### src/rtl/ep_out_rx_pkg.sv
package ep_out_rx_pkg;

    localparam int unsigned EP_NUM_BD_DEF    = 4;
    localparam int unsigned EP_BUF_BYTES_DEF = 8;
    localparam int unsigned EP_CNT_W         = 8;

    // error field bit positions
    localparam int unsigned ERR_DATA_BIT = 0;
    localparam int unsigned ERR_OVR_BIT  = 1;

    typedef enum logic [1:0] {
        HSM_ACK    = 2'b00,
        HSM_SILENT = 2'b01,
        HSM_NAK    = 2'b10,
        HSM_STALL  = 2'b11
    } hs_mode_e;

    typedef enum logic [1:0] {
        HS_NONE  = 2'b00,
        HS_ACK   = 2'b01,
        HS_NAK   = 2'b10,
        HS_STALL = 2'b11
    } hs_code_e;

    typedef enum logic {
        ST_IDLE,
        ST_DATA
    } rx_state_e;

    typedef struct packed {
        logic                empty;
        logic                ie;
        logic                wrap;
        logic                last;
        logic [1:0]          err;
        logic [EP_CNT_W-1:0] count;
    } bd_t;

    function automatic hs_code_e hs_select(input logic [1:0] mode, input logic bad);
        hs_code_e code;
        if (bad) begin
            code = HS_NONE;
        end else begin
            unique case (hs_mode_e'(mode))
                HSM_ACK:    code = HS_ACK;
                HSM_SILENT: code = HS_NONE;
                HSM_NAK:    code = HS_NAK;
                default:    code = HS_STALL;
            endcase
        end
        return code;
    endfunction

endpackage

### src/rtl/ep_bd_ring.sv
module ep_bd_ring
    import ep_out_rx_pkg::*;
#(
    parameter int unsigned NUM_BD = EP_NUM_BD_DEF,
    localparam int unsigned IDX_W = $clog2(NUM_BD)
) (
    input  logic                clk,
    input  logic                rst,
    input  logic                arm_en,
    input  logic [IDX_W-1:0]    arm_idx,
    input  logic                arm_ie,
    input  logic                arm_wrap,
    input  logic                upd_en,
    input  logic [IDX_W-1:0]    upd_idx,
    input  logic                upd_close,
    input  logic [EP_CNT_W-1:0] upd_count,
    input  logic                upd_last,
    input  logic [1:0]          upd_err,
    input  logic [IDX_W-1:0]    stat_idx,
    output bd_t                 stat_q,
    output logic [NUM_BD-1:0]   empty_v,
    output logic [NUM_BD-1:0]   ie_v,
    output logic [NUM_BD-1:0]   wrap_v
);

    bd_t ring_q [NUM_BD];

    for (genvar k = 0; k < NUM_BD; k++) begin : g_entry
        always_ff @(posedge clk) begin
            if (rst) begin
                ring_q[k] <= '0;
            end else if (upd_en && upd_idx == IDX_W'(k)) begin
                // engine update has priority over an arm of the same entry
                if (upd_close) begin
                    ring_q[k].empty <= 1'b0;
                    ring_q[k].count <= upd_count;
                end
                if (upd_last) begin
                    ring_q[k].last <= 1'b1;
                end
                ring_q[k].err <= ring_q[k].err | upd_err;
            end else if (arm_en && arm_idx == IDX_W'(k)) begin
                ring_q[k].empty <= 1'b1;
                ring_q[k].ie    <= arm_ie;
                ring_q[k].wrap  <= arm_wrap;
                ring_q[k].last  <= 1'b0;
                ring_q[k].err   <= 2'b00;
                ring_q[k].count <= '0;
            end
        end

        assign empty_v[k] = ring_q[k].empty;
        assign ie_v[k]    = ring_q[k].ie;
        assign wrap_v[k]  = ring_q[k].wrap;
    end

    assign stat_q = ring_q[stat_idx];

endmodule

### src/rtl/ep_rx_store.sv
module ep_rx_store
    import ep_out_rx_pkg::*;
#(
    parameter int unsigned NUM_BD    = EP_NUM_BD_DEF,
    parameter int unsigned BUF_BYTES = EP_BUF_BYTES_DEF,
    localparam int unsigned IDX_W    = $clog2(NUM_BD),
    localparam int unsigned OFF_W    = $clog2(BUF_BYTES),
    localparam int unsigned DEPTH    = NUM_BD * BUF_BYTES,
    localparam int unsigned AW       = $clog2(DEPTH)
) (
    input  logic             clk,
    input  logic             wr_en,
    input  logic [IDX_W-1:0] wr_idx,
    input  logic [OFF_W-1:0] wr_off,
    input  logic [7:0]       wr_data,
    input  logic [IDX_W-1:0] rd_idx,
    input  logic [OFF_W-1:0] rd_off,
    output logic [7:0]       rd_data
);

    logic [7:0]    mem [DEPTH];
    logic [AW-1:0] wr_addr;
    logic [AW-1:0] rd_addr;

    assign wr_addr = AW'(wr_idx) * AW'(BUF_BYTES) + AW'(wr_off);
    assign rd_addr = AW'(rd_idx) * AW'(BUF_BYTES) + AW'(rd_off);

    always_ff @(posedge clk) begin
        if (wr_en) begin
            mem[wr_addr] <= wr_data;
        end
    end

    assign rd_data = mem[rd_addr];

endmodule

### src/rtl/ep_rx_ctrl.sv
module ep_rx_ctrl
    import ep_out_rx_pkg::*;
#(
    parameter int unsigned NUM_BD    = EP_NUM_BD_DEF,
    parameter int unsigned BUF_BYTES = EP_BUF_BYTES_DEF,
    localparam int unsigned IDX_W    = $clog2(NUM_BD),
    localparam int unsigned OFF_W    = $clog2(BUF_BYTES)
) (
    input  logic                clk,
    input  logic                rst,
    input  logic                tok_out,
    input  logic                rx_valid,
    input  logic                rx_eop,
    input  logic                rx_crc_err,
    input  logic                rx_stuff_err,
    input  logic [1:0]          hs_mode,
    input  logic [NUM_BD-1:0]   empty_v,
    input  logic [NUM_BD-1:0]   ie_v,
    input  logic [NUM_BD-1:0]   wrap_v,
    output logic                wr_en,
    output logic [IDX_W-1:0]    wr_idx,
    output logic [OFF_W-1:0]    wr_off,
    output logic                upd_en,
    output logic [IDX_W-1:0]    upd_idx,
    output logic                upd_close,
    output logic [EP_CNT_W-1:0] upd_count,
    output logic                upd_last,
    output logic [1:0]          upd_err,
    output logic                hs_valid,
    output logic [1:0]          hs_code,
    output logic                irq
);

    rx_state_e        state_q;
    logic [IDX_W-1:0] ptr_q;
    logic [IDX_W-1:0] last_q;
    logic [OFF_W-1:0] cnt_q;
    logic             open_q;
    logic             used_q;
    logic             drop_q;
    logic             hs_valid_q;
    hs_code_e         hs_code_q;
    logic             irq_q;

    logic             byte_go;
    logic             eop_go;
    logic             can_write;
    logic             fill;
    logic             blocked;
    logic             bad;
    logic [IDX_W-1:0] next_ptr;
    hs_code_e         hs_pick;

    always_comb begin
        byte_go   = (state_q == ST_DATA) && rx_valid && !rx_eop && !drop_q;
        eop_go    = (state_q == ST_DATA) && rx_eop;
        can_write = byte_go && (open_q || empty_v[ptr_q]);
        wr_off    = open_q ? cnt_q : '0;
        fill      = can_write && (wr_off == OFF_W'(BUF_BYTES - 1));
        blocked   = byte_go && !open_q && !empty_v[ptr_q];
        bad       = rx_crc_err | rx_stuff_err;
        hs_pick   = hs_select(hs_mode, bad);
        if (wrap_v[ptr_q] || ptr_q == IDX_W'(NUM_BD - 1)) begin
            next_ptr = '0;
        end else begin
            next_ptr = ptr_q + 1'b1;
        end
    end

    assign wr_en  = can_write;
    assign wr_idx = ptr_q;

    always_comb begin
        upd_en    = 1'b0;
        upd_idx   = last_q;
        upd_close = 1'b0;
        upd_count = '0;
        upd_last  = 1'b0;
        upd_err   = 2'b00;
        if (fill) begin
            upd_en    = 1'b1;
            upd_idx   = ptr_q;
            upd_close = 1'b1;
            upd_count = EP_CNT_W'(BUF_BYTES);
        end else if (blocked && used_q) begin
            upd_en               = 1'b1;
            upd_err[ERR_OVR_BIT] = 1'b1;
        end else if (eop_go && used_q) begin
            upd_en                = 1'b1;
            upd_close             = open_q;
            upd_count             = EP_CNT_W'(cnt_q);
            upd_last              = 1'b1;
            upd_err[ERR_DATA_BIT] = bad;
        end
    end

    always_ff @(posedge clk) begin
        if (rst) begin
            state_q    <= ST_IDLE;
            ptr_q      <= '0;
            last_q     <= '0;
            cnt_q      <= '0;
            open_q     <= 1'b0;
            used_q     <= 1'b0;
            drop_q     <= 1'b0;
            hs_valid_q <= 1'b0;
            hs_code_q  <= HS_NONE;
            irq_q      <= 1'b0;
        end else begin
            hs_valid_q <= 1'b0;
            hs_code_q  <= HS_NONE;
            irq_q      <= (fill || (eop_go && open_q)) && ie_v[ptr_q];
            unique case (state_q)
                ST_IDLE: begin
                    if (tok_out) begin
                        state_q <= ST_DATA;
                        cnt_q   <= '0;
                        open_q  <= 1'b0;
                        used_q  <= 1'b0;
                        drop_q  <= 1'b0;
                    end
                end
                default: begin
                    if (eop_go) begin
                        state_q    <= ST_IDLE;
                        hs_valid_q <= (hs_pick != HS_NONE);
                        hs_code_q  <= hs_pick;
                        if (open_q) begin
                            ptr_q  <= next_ptr;
                            open_q <= 1'b0;
                        end
                    end else if (fill) begin
                        ptr_q  <= next_ptr;
                        last_q <= ptr_q;
                        open_q <= 1'b0;
                        cnt_q  <= '0;
                        used_q <= 1'b1;
                    end else if (can_write) begin
                        last_q <= ptr_q;
                        open_q <= 1'b1;
                        cnt_q  <= wr_off + 1'b1;
                        used_q <= 1'b1;
                    end else if (blocked) begin
                        drop_q <= 1'b1;
                    end
                end
            endcase
        end
    end

    assign hs_valid = hs_valid_q;
    assign hs_code  = hs_code_q;
    assign irq      = irq_q;

endmodule

### src/rtl/ep_out_rx.sv
module ep_out_rx
    import ep_out_rx_pkg::*;
#(
    parameter int unsigned NUM_BD    = EP_NUM_BD_DEF,
    parameter int unsigned BUF_BYTES = EP_BUF_BYTES_DEF,
    localparam int unsigned IDX_W    = $clog2(NUM_BD),
    localparam int unsigned OFF_W    = $clog2(BUF_BYTES)
) (
    input  logic                clk,
    input  logic                rst,
    input  logic                tok_out,
    input  logic                rx_valid,
    input  logic [7:0]          rx_data,
    input  logic                rx_eop,
    input  logic                rx_crc_err,
    input  logic                rx_stuff_err,
    input  logic [1:0]          hs_mode,
    input  logic                arm_en,
    input  logic [IDX_W-1:0]    arm_idx,
    input  logic                arm_ie,
    input  logic                arm_wrap,
    input  logic [IDX_W-1:0]    stat_idx,
    output logic                stat_empty,
    output logic                stat_ie,
    output logic                stat_wrap,
    output logic                stat_last,
    output logic [1:0]          stat_err,
    output logic [EP_CNT_W-1:0] stat_count,
    input  logic [IDX_W-1:0]    rd_idx,
    input  logic [OFF_W-1:0]    rd_off,
    output logic [7:0]          rd_data,
    output logic                hs_valid,
    output logic [1:0]          hs_code,
    output logic                irq
);

    logic [NUM_BD-1:0]   empty_v;
    logic [NUM_BD-1:0]   ie_v;
    logic [NUM_BD-1:0]   wrap_v;
    logic                wr_en;
    logic [IDX_W-1:0]    wr_idx;
    logic [OFF_W-1:0]    wr_off;
    logic                upd_en;
    logic [IDX_W-1:0]    upd_idx;
    logic                upd_close;
    logic [EP_CNT_W-1:0] upd_count;
    logic                upd_last;
    logic [1:0]          upd_err;
    bd_t                 stat_q;

    ep_rx_ctrl #(.NUM_BD(NUM_BD), .BUF_BYTES(BUF_BYTES)) u_ctrl (
        .clk          (clk),
        .rst          (rst),
        .tok_out      (tok_out),
        .rx_valid     (rx_valid),
        .rx_eop       (rx_eop),
        .rx_crc_err   (rx_crc_err),
        .rx_stuff_err (rx_stuff_err),
        .hs_mode      (hs_mode),
        .empty_v      (empty_v),
        .ie_v         (ie_v),
        .wrap_v       (wrap_v),
        .wr_en        (wr_en),
        .wr_idx       (wr_idx),
        .wr_off       (wr_off),
        .upd_en       (upd_en),
        .upd_idx      (upd_idx),
        .upd_close    (upd_close),
        .upd_count    (upd_count),
        .upd_last     (upd_last),
        .upd_err      (upd_err),
        .hs_valid     (hs_valid),
        .hs_code      (hs_code),
        .irq          (irq)
    );

    ep_bd_ring #(.NUM_BD(NUM_BD)) u_ring (
        .clk       (clk),
        .rst       (rst),
        .arm_en    (arm_en),
        .arm_idx   (arm_idx),
        .arm_ie    (arm_ie),
        .arm_wrap  (arm_wrap),
        .upd_en    (upd_en),
        .upd_idx   (upd_idx),
        .upd_close (upd_close),
        .upd_count (upd_count),
        .upd_last  (upd_last),
        .upd_err   (upd_err),
        .stat_idx  (stat_idx),
        .stat_q    (stat_q),
        .empty_v   (empty_v),
        .ie_v      (ie_v),
        .wrap_v    (wrap_v)
    );

    ep_rx_store #(.NUM_BD(NUM_BD), .BUF_BYTES(BUF_BYTES)) u_store (
        .clk     (clk),
        .wr_en   (wr_en),
        .wr_idx  (wr_idx),
        .wr_off  (wr_off),
        .wr_data (rx_data),
        .rd_idx  (rd_idx),
        .rd_off  (rd_off),
        .rd_data (rd_data)
    );

    assign stat_empty = stat_q.empty;
    assign stat_ie    = stat_q.ie;
    assign stat_wrap  = stat_q.wrap;
    assign stat_last  = stat_q.last;
    assign stat_err   = stat_q.err;
    assign stat_count = stat_q.count;

endmodule

### config.mk
export PLATFORM = sky130hd
export DESIGN_NAME = ep_out_rx
export DESIGN_NICKNAME = d
export VERILOG_FILES = /design/src/rtl/ep_out_rx_pkg.sv /design/src/rtl/ep_bd_ring.sv /design/src/rtl/ep_rx_store.sv /design/src/rtl/ep_rx_ctrl.sv /design/src/rtl/ep_out_rx.sv
export SDC_FILE = /design/constraint.sdc
export NUM_CORES = 1
export LEC_CHECK = 0
export BUFFER_PORTS_ARGS = -buffer_cell sky130_fd_sc_hd__buf_2
export CAP_MARGIN = 10
export CELL_PAD_IN_SITES_DETAIL_PLACEMENT = 1
export CELL_PAD_IN_SITES_GLOBAL_PLACEMENT = 1
export CORE_AREA = 5 5 176 178
export DETAILED_ROUTE_END_ITERATION = 6
export DIE_AREA = 0 0 181 183
export MAX_ROUTING_LAYER = met4
export PLACE_DENSITY = 0.72
export SLEW_MARGIN = 20
export SYNTH_ARGS = -nofsm -noshare
export SYNTH_HDL_FRONTEND = slang
export SYNTH_SLANG_ARGS = --single-unit
### constraint.sdc
create_clock -name clk -period 8.3 [get_ports clk]
set_clock_uncertainty 0.2 [all_clocks]
set_input_delay 2.075 -clock clk [delete_from_list [all_inputs] [get_ports clk]]
set_output_delay 2.075 -clock clk [all_outputs]
set_load 0.005 [all_outputs]
==> reports/metrics.csv <==
metric;value;unit
status;finished, final reports clean;
max_stage_delay;0.54;ns
power.switching;0.696;mW
setup_viol;0;
path_max_fanout;36;
holdCritPathClass;flip-flop to flip-flop;
seq_area_frac_synth;0.714;
ys_warn_count;0;
viasPerCell;5.86;
power_frac_comb;0.048;
drc;0;
core-area;29200;um2
die_area;33100;um2
tritoncts;built;
clock_latency;0.50;ns
grt_pass1_wl;46200;um
syn_inst;681;
start_kind;primary input;
arrival;4.51;ns
clk_pin_slew;0.06;ns
pin_count;55;
switching_share;0.209;
clock-sinks;311;
worst-path-buf-inv;3;
post_route_cells_drive_above_1_share;0.273;
antenna_found_initial;0;
fin_crit_sh;0.817;
drt_iter0_drc;634;
synth_seq_cells;311;
portBuffers;50;
critPathCaptureType;primary output;
overflow;0;
finalHoldViolCount;0;
path_class;primary input to primary output;
diodes;0;
first_global_vias;7099;
syn2layout_area_growth;12.9;%
finalNetCount;772;
die_height;183;um
gp_congestion;0.844;
vdd_drop_max;0.114;mV
fin_ws;1.52;ns
seqPwrFrac;0.520;
crit_top_cell;mux4_2;
power_density;229;nW/um2
p_leak;4.60;nW
grt_max_degree;54;
setup_tns;0;ns
drt-wirelength-per-cell;26.9;um
crit_path_cell_trace;buf_4, buf_12, mux4_2, mux4_2, mux2_2, buf_2;
cp_slowest_cell;mux4_2;
crit_family;multiplexers;
drv_cap;0;
clkPwrFrac;0.431;
hpwl;20700;um
cts_buffers;34;
postCtsSetupBuffers;0;
min_period;6.78;ns
fmaxAchievable;147;MHz
hold_buffers;0;
syn_area;12900;um2
clk_path_buf_depth;3;
syn_avg_cell_area;18.9;um2
dpl_worst_slack;1.48;ns
routed_wl;30800;um
worstMarginPinSlew;1.10;ns
finalMaxSlewViolations;0;
grt_usage;0.192;
synth_edf_count;296;
whs;0.292;ns
grt_setup_unrepaired;no;
dr.pass1.iters;5;
async_flop_share;0;
critical_path_required;6.03;ns
slew_headroom;0.265;
root_buffer;clkbuf_16;
start_util;0.440;
yosysUniqueCellTypes;46;
vias;6727;
p_int;2.64;mW
die_w;181;um
htree_num_levels;2;
synthFlopType;edfxtp_1;
rows;63;
num-fill-cells;2709;
cts_resized;0;
ant_nets;0;
[cell type report]
class,instances,area [um2],share of cell area
clock buffer,40,895,0.0616
multi-input combinational,323,3450,0.238
clock inverter,21,173,0.0119
tap,390,488,0.0336
sequential,311,9190,0.632
inverter,10,37.5,0.00258
timing repair buffer,52,293,0.0202
[worst register-to-register path, stage by stage, from the launching register on]
cell       delay (ns)
dfxtp_1          0.74
mux2i_1          0.29
a221oi_4         0.76
a2bb2oi_2        0.25
a22oi_1          0.60
mux2i_1          0.68
[path summary, 6_finish.rpt]
| kind | start | end | slack (ns) | cells past startpoint |
|---|---|---|---|---|
| max | rd_off[0] | rd_data[4] | 1.52 | 6 |
| min | u_ctrl.cnt_q[1]$_SDFFE_PP0P_ | u_ctrl.cnt_q[1]$_SDFFE_PP0P_ | 0.29 | 2 |
| max reg2reg | u_ctrl.wr_idx[0]$_SDFFE_PP0P_ | u_ring.ring_q[0][0]$_SDFFCE_PP0P_ | 4.43 | 5 |
| min reg2reg | u_ctrl.cnt_q[1]$_SDFFE_PP0P_ | u_ctrl.cnt_q[1]$_SDFFE_PP0P_ | 0.29 | 2 |
[logic make-up after synthesis]
kind of cell             count (synthesis)  share of synthesized area
other                                    1                   0.000291
AO/OA/AOI/OAI                           40                     0.0231
buffers and inverters                   50                     0.0188
multiplexers                           108                      0.175
flip-flops                             311                      0.714
AND/OR/NAND/NOR                        160                     0.0582
adder cells (fa/ha/maj)                 11                     0.0107
[sequential cells by signal, summed over array words and instances, names as in the netlist]
signal,count
u_store.mem,256
u_ctrl.state_q,1
u_ctrl.used_q,1
u_ctrl.drop_q,1
u_ctrl.cnt_q,3
u_ctrl.hs_valid,1
u_ctrl.irq,1
u_ctrl.open_q,1
u_ring.ring_q,40
u_ctrl.wr_idx,2
u_ctrl.hs_code,2
u_ctrl.last_q,2
[power groups by stage]
| stage | Combinational (mW) | Sequential (mW) | Clock (mW) |
|---|---|---|---|
| finish | 0.161 | 1.74 | 1.44 |
| global route | 0.172 | 1.74 | 1.55 |
| CTS | 0.164 | 1.74 | 1.47 |
| detailed placement | 0.162 | 1.77 | 0 |
| global placement | 0.156 | 1.77 | 0 |
| floorplan | 0.0987 | 1.77 | 0 |
[synthesized netlist by cell type, drive strengths merged, types with 9 or more instances]
cell type,n,area [um2]
o21ai,10,50.1
ha,11,138
nor2,70,263
and2,9,56.3
inv,10,37.5
mux4,93,2090
nand2,31,116
edfxtp,296,8890
clkbuf,16,60.1
nor4,9,56.3
dfxtp,15,300
a21oi,9,45.0
nor3,13,70.1
buf,24,144
[layer usage]
| layer | part of all wire | vias to the layer above | track usage | wire length, um |
|---|---|---|---|---|
| met5 | 0 | - | - | 0 |
| met4 | 0.025 | 0 | 0.0546 | 769 |
| met3 | 0.059 | 53 | 0.0292 | 1810 |
| met2 | 0.51 | 256 | 0.316 | 15700 |
| met1 | 0.41 | 3560 | 0.252 | 12600 |
| li1 | - | 2858 | - | - |
[cells in the final DEF, fill, tap and decap left out, types with 3 or more instances in the layout]
cell / n
a21oi_1: 9
dfxtp_1: 15
nand3_1: 8
nand4_1: 4
clkbuf_16: 35
buf_2: 49
ha_1: 11
clkinv_2: 6
clkbuf_1: 5
clkinv_1: 9
nor3b_1: 4
mux4_2: 93
inv_1: 10
mux2_2: 8
and2_1: 9
o21ai_0: 8
nor2_1: 70
nor4_1: 9
o221ai_1: 3
edfxtp_1: 296
nand2_1: 31
mux2i_1: 7
a22oi_1: 4
nor3_1: 12
conb_1: 4
o21a_1: 4
nor2b_1: 3
[stage by stage]
step / total power [mW] / util / instance area (um2) / instances
finish: 3.33 / 0.497 / 14500 / 1147
global route: 3.45 / 0.497 / 14500 / 1147
CTS: 3.36 / 0.497 / 14500 / 1147
detailed placement: 1.93 / 0.460 / 13500 / 1086
global placement: 1.92 / 0.460 / 13500 / 1086
floorplan: 1.86 / - / 12900 / 684
Note: power is estimated with default switching activity, not from simulation.
